`src/rtl/ack_wdog_pkg.sv`:
```
package ack_wdog_pkg;
  localparam int unsigned FIELD_W   = 8;
  localparam int unsigned DATA_W    = 32;
  localparam int unsigned LANES     = DATA_W / 8;
  localparam int unsigned DL_LANE   = 0;
  localparam int unsigned CNT_LANE  = 1;
  localparam int unsigned LOCK_LANE = 3;
  localparam int unsigned UL_BIT    = LOCK_LANE * 8;

  localparam logic SEL_TIMEOUT = 1'b0;
  localparam logic SEL_ACK     = 1'b1;

  typedef enum logic [0:0] {
    KEY_IDLE = 1'b0,
    KEY_HALF = 1'b1
  } key_state_e;
endpackage

```
`src/rtl/ack_wdog_prescaler.sv`:
```
module ack_wdog_prescaler #(
  parameter int unsigned TICK_CYCLES = 4096
) (
  input  logic clk,
  input  logic rst_n,
  input  logic run,
  output logic tick
);
  generate
    if (TICK_CYCLES <= 1) begin : g_direct
      assign tick = run;
    end else begin : g_div
      localparam int unsigned PRE_W = $clog2(TICK_CYCLES);
      localparam logic [PRE_W-1:0] PRE_LAST = PRE_W'(TICK_CYCLES - 1);

      logic [PRE_W-1:0] pre_q, pre_d;
      logic             pre_en;

      assign tick   = run && (pre_q == PRE_LAST);
      assign pre_en = run;

      always_comb begin
        if (tick) pre_d = '0;
        else      pre_d = pre_q + 1'b1;
      end

      always_ff @(posedge clk or negedge rst_n) begin
        if (!rst_n)      pre_q <= '0;
        else if (pre_en) pre_q <= pre_d;
      end
    end
  endgenerate
endmodule

```
`src/rtl/ack_wdog_counter.sv`:
```
module ack_wdog_counter #(
  parameter int unsigned CNT_W = 8
) (
  input  logic             clk,
  input  logic             rst_n,
  input  logic             tick,
  input  logic             acked,
  input  logic [CNT_W-1:0] deadline,
  output logic [CNT_W-1:0] cnt,
  output logic             run,
  output logic             expired
);
  logic [CNT_W-1:0] cnt_q, cnt_d;
  logic             cnt_en;
  logic             exp_q, exp_d, exp_en;
  logic             armed, reached;

  assign armed   = !acked && (deadline != '0);
  assign reached = (cnt_q >= deadline);
  assign run     = armed && !reached;

  always_comb begin
    cnt_en = tick;
    cnt_d  = cnt_q + 1'b1;
  end

  always_comb begin
    exp_en = armed && reached && !exp_q;
    exp_d  = 1'b1;
  end

  always_ff @(posedge clk or negedge rst_n) begin
    if (!rst_n)      cnt_q <= '0;
    else if (cnt_en) cnt_q <= cnt_d;
  end

  always_ff @(posedge clk or negedge rst_n) begin
    if (!rst_n)      exp_q <= 1'b0;
    else if (exp_en) exp_q <= exp_d;
  end

  assign cnt     = cnt_q;
  assign expired = exp_q;
endmodule

```
`src/rtl/ack_wdog_keyseq.sv`:
```
module ack_wdog_keyseq
  import ack_wdog_pkg::*;
#(
  parameter logic [DATA_W-1:0] KEY_A = 32'h78A5C3E1,
  parameter logic [DATA_W-1:0] KEY_B = 32'h875A3C1E
) (
  input  logic              clk,
  input  logic              rst_n,
  input  logic              wr_stb,
  input  logic [LANES-1:0]  wr_be,
  input  logic [DATA_W-1:0] wr_data,
  output logic              acked,
  output logic              key_err
);
  key_state_e st_q, st_d;
  logic       st_en;
  logic       ack_q, ack_d, ack_en;
  logic       full_word;

  assign full_word = &wr_be;

  always_comb begin
    st_d    = st_q;
    ack_d   = ack_q;
    key_err = 1'b0;
    if (wr_stb && !ack_q) begin
      unique case (st_q)
        KEY_IDLE: begin
          if (full_word && wr_data == KEY_A) begin
            st_d = KEY_HALF;
          end else begin
            key_err = 1'b1;
          end
        end
        KEY_HALF: begin
          st_d = KEY_IDLE;
          if (full_word && wr_data == KEY_B) begin
            ack_d = 1'b1;
          end else begin
            key_err = 1'b1;
          end
        end
        default: st_d = KEY_IDLE;
      endcase
    end
  end

  assign st_en  = wr_stb && !ack_q;
  assign ack_en = wr_stb && !ack_q;

  always_ff @(posedge clk or negedge rst_n) begin
    if (!rst_n)     st_q <= KEY_IDLE;
    else if (st_en) st_q <= st_d;
  end

  always_ff @(posedge clk or negedge rst_n) begin
    if (!rst_n)      ack_q <= 1'b0;
    else if (ack_en) ack_q <= ack_d;
  end

  assign acked = ack_q;
endmodule

```
`src/rtl/ack_wdog_lockreg.sv`:
```
module ack_wdog_lockreg
  import ack_wdog_pkg::*;
#(
  parameter logic [FIELD_W-1:0] DL_RST     = 8'hFF,
  parameter logic [6:0]         UNLOCK_KEY = 7'h19
) (
  input  logic               clk,
  input  logic               rst_n,
  input  logic               wr_stb,
  input  logic               be_dl,
  input  logic               be_lock,
  input  logic [FIELD_W-1:0] dl_byte,
  input  logic [7:0]         lock_byte,
  output logic [FIELD_W-1:0] deadline,
  output logic               unlocked,
  output logic               key_err
);
  logic [FIELD_W-1:0] dl_q, dl_d;
  logic               dl_en;
  logic               ul_q, ul_d, ul_en;

  always_comb begin
    dl_en = wr_stb && be_dl && ul_q;
    dl_d  = dl_byte;
  end

  always_comb begin
    ul_en   = wr_stb && be_lock;
    ul_d    = 1'b0;
    key_err = 1'b0;
    if (lock_byte == 8'h00) begin
      ul_d = 1'b0;
    end else if (lock_byte[7:1] == UNLOCK_KEY) begin
      ul_d = 1'b1;
    end else begin
      ul_d    = 1'b0;
      key_err = ul_en;
    end
  end

  always_ff @(posedge clk or negedge rst_n) begin
    if (!rst_n)     dl_q <= DL_RST;
    else if (dl_en) dl_q <= dl_d;
  end

  always_ff @(posedge clk or negedge rst_n) begin
    if (!rst_n)     ul_q <= 1'b0;
    else if (ul_en) ul_q <= ul_d;
  end

  assign deadline = dl_q;
  assign unlocked = ul_q;
endmodule

```
`src/rtl/ack_timeout_wdog.sv`:
```
module ack_timeout_wdog
  import ack_wdog_pkg::*;
#(
  parameter int unsigned         TICK_CYCLES = 4096,
  parameter logic [FIELD_W-1:0]  DL_RST      = 8'hFF,
  parameter logic [6:0]          UNLOCK_KEY  = 7'h19,
  parameter logic [DATA_W-1:0]   ACK_KEY_A   = 32'h78A5C3E1,
  parameter logic [DATA_W-1:0]   ACK_KEY_B   = 32'h875A3C1E
) (
  input  logic              clk,
  input  logic              rst_n,
  input  logic              wr_en,
  input  logic              reg_sel,
  input  logic [LANES-1:0]  wr_be,
  input  logic [DATA_W-1:0] wr_data,
  output logic [DATA_W-1:0] timeout_rdata,
  output logic              alarm_timeout,
  output logic              alarm_key
);
  logic [1:0]         rst_pipe_q;
  logic               rst_sync_n;
  logic               to_stb, ack_stb;
  logic               tick, run, acked_q;
  logic [FIELD_W-1:0] cnt_q, deadline_q;
  logic               unlocked_q;
  logic               lock_err, seq_err;
  logic               akey_q, akey_d, akey_en;

  always_ff @(posedge clk or negedge rst_n) begin
    if (!rst_n) rst_pipe_q <= 2'b00;
    else        rst_pipe_q <= {rst_pipe_q[0], 1'b1};
  end
  assign rst_sync_n = rst_pipe_q[1];

  assign to_stb  = wr_en && (reg_sel == SEL_TIMEOUT);
  assign ack_stb = wr_en && (reg_sel == SEL_ACK);

  ack_wdog_prescaler #(.TICK_CYCLES(TICK_CYCLES)) u_pre (
    .clk   (clk),
    .rst_n (rst_sync_n),
    .run   (run),
    .tick  (tick)
  );

  ack_wdog_counter #(.CNT_W(FIELD_W)) u_cnt (
    .clk      (clk),
    .rst_n    (rst_sync_n),
    .tick     (tick),
    .acked    (acked_q),
    .deadline (deadline_q),
    .cnt      (cnt_q),
    .run      (run),
    .expired  (alarm_timeout)
  );

  ack_wdog_keyseq #(.KEY_A(ACK_KEY_A), .KEY_B(ACK_KEY_B)) u_key (
    .clk     (clk),
    .rst_n   (rst_sync_n),
    .wr_stb  (ack_stb),
    .wr_be   (wr_be),
    .wr_data (wr_data),
    .acked   (acked_q),
    .key_err (seq_err)
  );

  ack_wdog_lockreg #(.DL_RST(DL_RST), .UNLOCK_KEY(UNLOCK_KEY)) u_lock (
    .clk       (clk),
    .rst_n     (rst_sync_n),
    .wr_stb    (to_stb),
    .be_dl     (wr_be[DL_LANE]),
    .be_lock   (wr_be[LOCK_LANE]),
    .dl_byte   (wr_data[DL_LANE*8 +: FIELD_W]),
    .lock_byte (wr_data[LOCK_LANE*8 +: 8]),
    .deadline  (deadline_q),
    .unlocked  (unlocked_q),
    .key_err   (lock_err)
  );

  always_comb begin
    akey_en = (lock_err || seq_err) && !akey_q;
    akey_d  = 1'b1;
  end

  always_ff @(posedge clk or negedge rst_sync_n) begin
    if (!rst_sync_n)  akey_q <= 1'b0;
    else if (akey_en) akey_q <= akey_d;
  end
  assign alarm_key = akey_q;

  always_comb begin
    timeout_rdata                          = '0;
    timeout_rdata[DL_LANE*8 +: FIELD_W]    = deadline_q;
    timeout_rdata[CNT_LANE*8 +: FIELD_W]   = cnt_q;
    timeout_rdata[UL_BIT]                  = unlocked_q;
  end
endmodule

```
`config.mk`:
```
export PLATFORM = sky130hd
export DESIGN_NAME = ack_timeout_wdog
export DESIGN_NICKNAME = d
export VERILOG_FILES = /design/src/rtl/ack_wdog_pkg.sv /design/src/rtl/ack_wdog_prescaler.sv /design/src/rtl/ack_wdog_counter.sv /design/src/rtl/ack_wdog_keyseq.sv /design/src/rtl/ack_wdog_lockreg.sv /design/src/rtl/ack_timeout_wdog.sv
export SDC_FILE = /design/constraint.sdc
export NUM_CORES = 1
export LEC_CHECK = 0
export ABC_AREA = 1
export BUFFER_PORTS_ARGS = -buffer_cell sky130_fd_sc_hd__buf_4
export CORE_ASPECT_RATIO = 1.4
export CORE_UTILIZATION = 46
export DETAILED_ROUTE_END_ITERATION = 12
export PLACE_DENSITY = 0.77
export SLEW_MARGIN = 20
export SYNTH_ARGS = -nofsm -noshare
export SYNTH_HDL_FRONTEND = slang
export SYNTH_HIERARCHICAL = 1
export SYNTH_SLANG_ARGS = --single-unit
```
`constraint.sdc`:
```
create_clock -name clk -period 1 [get_ports clk]
set_input_delay 0 -clock clk [delete_from_list [all_inputs] [get_ports clk]]
set_output_delay 0 -clock clk [all_outputs]
set_load 0.01 [all_outputs]
```
; After elaboration in Yosys (flattened, before gate mapping)
; Index checks and enable logic that the tools add are counted.
[word_totals]
regBits = 35
input_bits = 40
out_inout_bits = 34
wordCells = 52
[classes]
addsub = 2
order_cmp = 1
n_eq_ne = 4
muxes = 11
bitwise = 2
reduce_logical = 23
[op_table]
columns = cell, n
row1 = equality test 32 x 31 -> 1 bit (second input constant), 1
row2 = equality test 32 bit (second input constant), 1
row3 = logical AND 1 bit, 14
row4 = adder 12 x 1 -> 12 bit (second input constant), 1
row5 = equality test 12 bit (second input constant), 1
row6 = 2-to-1 mux 12 bit, 1
row7 = adder 8 x 1 -> 8 bit (second input constant), 1
row8 = >= comparator 8 bit, 1
row9 = zero test 8 bit, 1
row10 = 2-to-1 mux 1 bit, 8
row11 = nonzero test 8 bit, 1
row12 = equality test 7 x 5 -> 1 bit (second input constant), 1
row13 = zero test 1 bit, 4
row14 = case mux 1 bit (2 select lines), 2
row15 = AND reduction 4 bit, 1
row16 = AND reduction 3 bit, 1
row17 = NOT 1 bit, 2
row18 = logical OR 1 bit, 1

; Longest topological paths before layout
[depth]
word_depth = 7
depth_mapped = 19

; Modules after synthesis
; The synthesis kept the hierarchy.
[modules_own_cells]
columns = module, n_inst, cells_each, area_each_um2
row1 = ack_wdog_prescaler, 1, 77, 645.6
row2 = ack_wdog_counter, 1, 79, 633.1
row3 = ack_wdog_lockreg, 1, 51, 459.2
row4 = ack_wdog_keyseq, 1, 79, 367.9
row5 = ack_timeout_wdog, 1, 28, 231.5

; Least setup slack after synthesis
; OpenSTA, ideal clock, no wires.
[synth_path]
path_kind = reg-to-reg
start = register u_lock.dl_q[5] (netlist: u_lock/deadline[5])
end = register u_cnt.cnt_q[7] (netlist: u_cnt/cnt[7])
setup_time_ns = 0.124
t_arrival_ns = 2.516
required_ns = 0.876
slack_ns = -1.640
path_stages_with_launch = 16
cell_sequence = dfstp_2 inv_1 ha_1 a21oi_1 nor2_1 nor2_1 nand3_1 nor2_1 inv_2 nor2_2 nand3_2 clkinv_2 inv_2 nor3_4 nand4_1 xor2_1
[synth_via]
elab_chain_cells = 4
word_cells_on_any_way = 6
[synth_rtl]
columns = element, line
row1 = "start, declared", ack_wdog_lockreg.sv:18  ; logic [FIELD_W-1:0] dl_q, dl_d;
row2 = "start signal, assigned", ack_wdog_lockreg.sv:43  ; else if (dl_en) dl_q <= dl_d;
row3 = >= comparator 8 bit or nonzero test 8 bit (tied branches), "ack_wdog_counter.sv:19, ack_wdog_counter.sv:18"
row4 = zero test 1 bit or logical AND 1 bit (tied branches), "ack_wdog_counter.sv:20, ack_wdog_counter.sv:18"
row5 = logical AND 1 bit (*), ack_wdog_counter.sv:20  ; assign run = armed && !reached;
row6 = named net run, ack_timeout_wdog.sv:23  ; logic tick, run, acked_q;
row7 = logical AND 1 bit (*), ack_wdog_prescaler.sv:19  ; assign tick = run && (pre_q == PRE_LAST);
row8 = named net tick, ack_timeout_wdog.sv:23
row9 = "end signal, assigned", ack_wdog_counter.sv:34  ; else if (cnt_en) cnt_q <= cnt_d;
row10 = "end, declared", ack_wdog_counter.sv:13  ; logic [CNT_W-1:0] cnt_q, cnt_d;
; Mark *: on every way through the listed nets, which the timed path passes. The rest lies on a longest branch.
; A chain may end at the register's enable or synchronous reset.

; Worst setup path in the final report
[layout_path]
start = register u_lock.dl_q[3] (netlist: u_lock/deadline[3])
end = register u_cnt.cnt_q[7] (netlist: u_cnt/cnt[7])
; The elaborated chain is that of the path after synthesis.

==> out/results.txt <==
Sink Count: 35
Post-synth EDFFs: 0
first-pass GRT wire length: 11000 um
overall routed net length: 7840 um
clock root buffer: clkbuf_8
R2R Path End: u_cnt/cnt[7]
setup TNS: -29.38 ns
Final Slew Violations: 0
Filler cells: 302
Post-synth top cells: 74 x nand2_1, 54 x inv_1, 49 x nor2_1
library cells used by synthesis: 29
remaining antenna violation count: 0
share of layout cells above drive strength 1: 43.0%
Main synth FF type: dfrtp_1
Register-to-Register Setup Slack: -1.48 ns
Worst setup EP type: flop
row count: 30
number of antenna diodes: 0
kind of critical path: flop to flop
Max-Cap Viols: 0
Critical Path Start Type: flop
Req. time, crit path: 1.17 ns
CP max stage cell: dfstp_2
H-tree depth: 2
Pwr Density: 777 nW/um^2
final hold vios: 0
Worst Path Buf+Inv: 5
hold_sp: wr_be[3]
HPWL after DPL: 4050 um
max incr delay on CP: 0.56 ns
R2R cell count: 17
1st-iter DRT viols: 186
Yosys reg bits: 35
violated checks: setup timing
leading area contributor after synthesis: dfrtp_1
hold crit path type: input pin to flop
TritonRoute pass-1 iters: 4
initial antenna violation count: 0
Final Setup Violations: 34
final worst-path setup slack: -1.48 ns
CP arrival: 2.65 ns
WHS Endpoint: u_lock/unlocked
Ys Warns: 6
final instance area: 3880 sq um
io pins: 74
Starting Density: 47.9%
largest net degree at the start of global routing: 34
Gate Count Post-Synth: 314
Overall Power: 3020 uW
vias in the first global route: 2578
Layout area overhead: 66.2%
peak supply drop: 0.000513 V
total track usage: 26.2%
Clock Latency Late Sink: 0.29 ns
Residual DRC: 0
chip height: 86.3 um
worst-case clock buffer depth: 2
CTS tree: yes
period utilization: 248%
worst-path cell chain: inv_2 -> ha_4 -> nand2_1 -> inv_1 -> nand2_1 -> nand2_1 -> nand2_1 -> nand3_2 -> nor2_4 -> inv_4 -> nor2_4 -> nand3_4 -> clkinv_4 -> inv_4 -> nor3_4 -> nand4_1 -> xor2_1
Num CTS Buffers: 5
mean number of vias per cell: 4.96
CP Depth: 17
Die X: 62.2 um
Hold Path Depth: 4
R2R Path Start: u_lock/deadline[3]
CP most frequent cell: nand2_1
crit path max fanout: 3
port bufs: 58
Mean Syn Cell Area: 7.44 sq um
GRT Residual Overflow: 0
Area after DPL: 3160 sq um
largest cells by area after synthesis: dfrtp_1 29%, nand2_1 12%, dfstp_2 9.0%, inv_1 8.7%, nor2_1 7.9%
ys async rst share: 100%
Post-Synthesis Cell Area: 2340 sq um
top-count cell post-synth: nand2_1
unrepaired setup endpoints after global routing: yes
post-synthesis sequential area ratio: 37.9%
share of the synthesized area in the top cell type: 28.9%
min Tclk post-route: 2.48 ns
Core Region: 4880 sq um
crit-path leading delay family: simple AND/OR/NAND/NOR gates
clock skew: 0.00573 ns
drt wl/cell: 15.0 um
Nets: 507
fin util: 79.6%
die area: 5370 sq um
Pleak: 0.00202 uW
Vias: 2589
GP Congestion: 0.815
status: complete, but fails checks
fmax: 404 MHz
clock slew at the register clock pins of the worst setup and hold paths: 0.07 ns
-- repair_timing --
item                                   4_1_cts  5_1_grt
gates resized for setup                     43       37
endpoints found under the hold margin       10        0
gates cloned                                 0        1
setup buffers                               12       22
setup endpoints to repair                   33       47
hold buffers                                 9        0
pin swaps                                   13       16
-- cell usage in the layout (no fill, tap or decap), drive strengths merged --
cell type,netlist,layout
o21bai,1,1
dlygate4sd3,0,9
a21o,1,1
nand3b,1,1
dfstp,8,8
xnor2,4,4
xor2,9,9
ha,10,10
clkbuf,0,7
and3,1,1
conb,2,16
or2,1,1
o21ai,8,8
buf,17,129
dfrtp,27,27
nor3,5,5
nor2,56,56
a21oi,5,5
nand3,16,17
inv,56,56
nand2,74,74
nand4,11,11
clkinv,1,2
-- worst max-delay path by stage --
stage	startpoint	to	slack (ns)
after floorplan	u_lock/deadline[1]	u_cnt/cnt[7]	-1.36
after global placement	u_lock/deadline[7]	u_cnt/cnt[7]	-1.23
after detailed placement	u_lock/deadline[5]	u_cnt/cnt[7]	-1.30
after CTS	u_lock/deadline[5]	u_cnt/cnt[7]	-1.22
after global routing	u_lock/deadline[2]	u_cnt/cnt[7]	-1.57
final	u_lock/deadline[3]	u_cnt/cnt[7]	-1.48
-- worst register-to-register path: stages, from the launching register on --
cell      delay, ns
dfstp_2        0.56
inv_2          0.07
ha_4           0.21
nand2_1        0.10
inv_1          0.10
nand2_1        0.09
nand2_1        0.05
nand2_1        0.07
nand3_2        0.12
nor2_4         0.15
inv_4          0.06
nor2_4         0.11
nand3_4        0.09
clkinv_4       0.07
inv_4          0.04
nor3_4         0.14
nand4_1        0.16
xor2_1         0.18
-- routing by layer --
metal / vias up / part of all wire, % / track usage [%]
li1: 1211 / - / -
met1: 1218 / 36 / 27.2
met2: 129 / 55 / 51.1
met3: 31 / 4.6 / 4.21
met4: 0 / 4.8 / 12.3
met5: - / 0 / 0
-- logic make-up (layout without fill, tap and decap cells) --
family	Yosys count	in the layout	synth area share, %
AND/OR/NAND/NOR	165	166	32.0
buffers and inverters	74	203	14.8
flip-flops	35	35	37.9
AO/OA/AOI/OAI	15	15	4.71
XOR/XNOR	13	13	4.87
adder cells (fa/ha/maj)	10	10	5.35
other	2	16	0.321
-- cell type report --
cell class | instances | area, sq um | area share (%)
Tap cell | 64 | 80.1 | 2.06
Clock buffer | 7 | 86.3 | 2.22
Sequential cell | 35 | 888 | 22.9
Multi-Input combinational cell | 220 | 1350 | 34.7
Clock inverter | 1 | 3.75 | 0.0966
Timing Repair Buffer | 138 | 1250 | 32.3
Inverter | 57 | 224 | 5.76
-- registers in the layout, summed over array words and instances (netlist names) --
name,cells
u_lock/unlocked,1
u_lock/deadline,8
u_cnt/cnt,8
alarm_key,1
rst_pipe_q,2
u_pre/g_div.pre_q,12
u_key/st_q,1
u_cnt/expired,1
u_key/acked,1
-- per-stage QoR --
step / cells / hold slack [ns] / setup slack, ns
after floorplan: 328 / -0.296 / -1.36
after global placement: 476 / -0.217 / -1.23
after detailed placement: 476 / -0.216 / -1.30
after CTS: 502 / 0.0206 / -1.22
after global routing: 522 / 0.0352 / -1.57
final: 522 / 0.0196 / -1.48
-- where the power goes --
group / internal [uW] / switching [uW]
clock network: 552 / 514
registers: 1440 / 15.9
logic: 248 / 247
No activity file was read; power rests on OpenSTA's default activity.
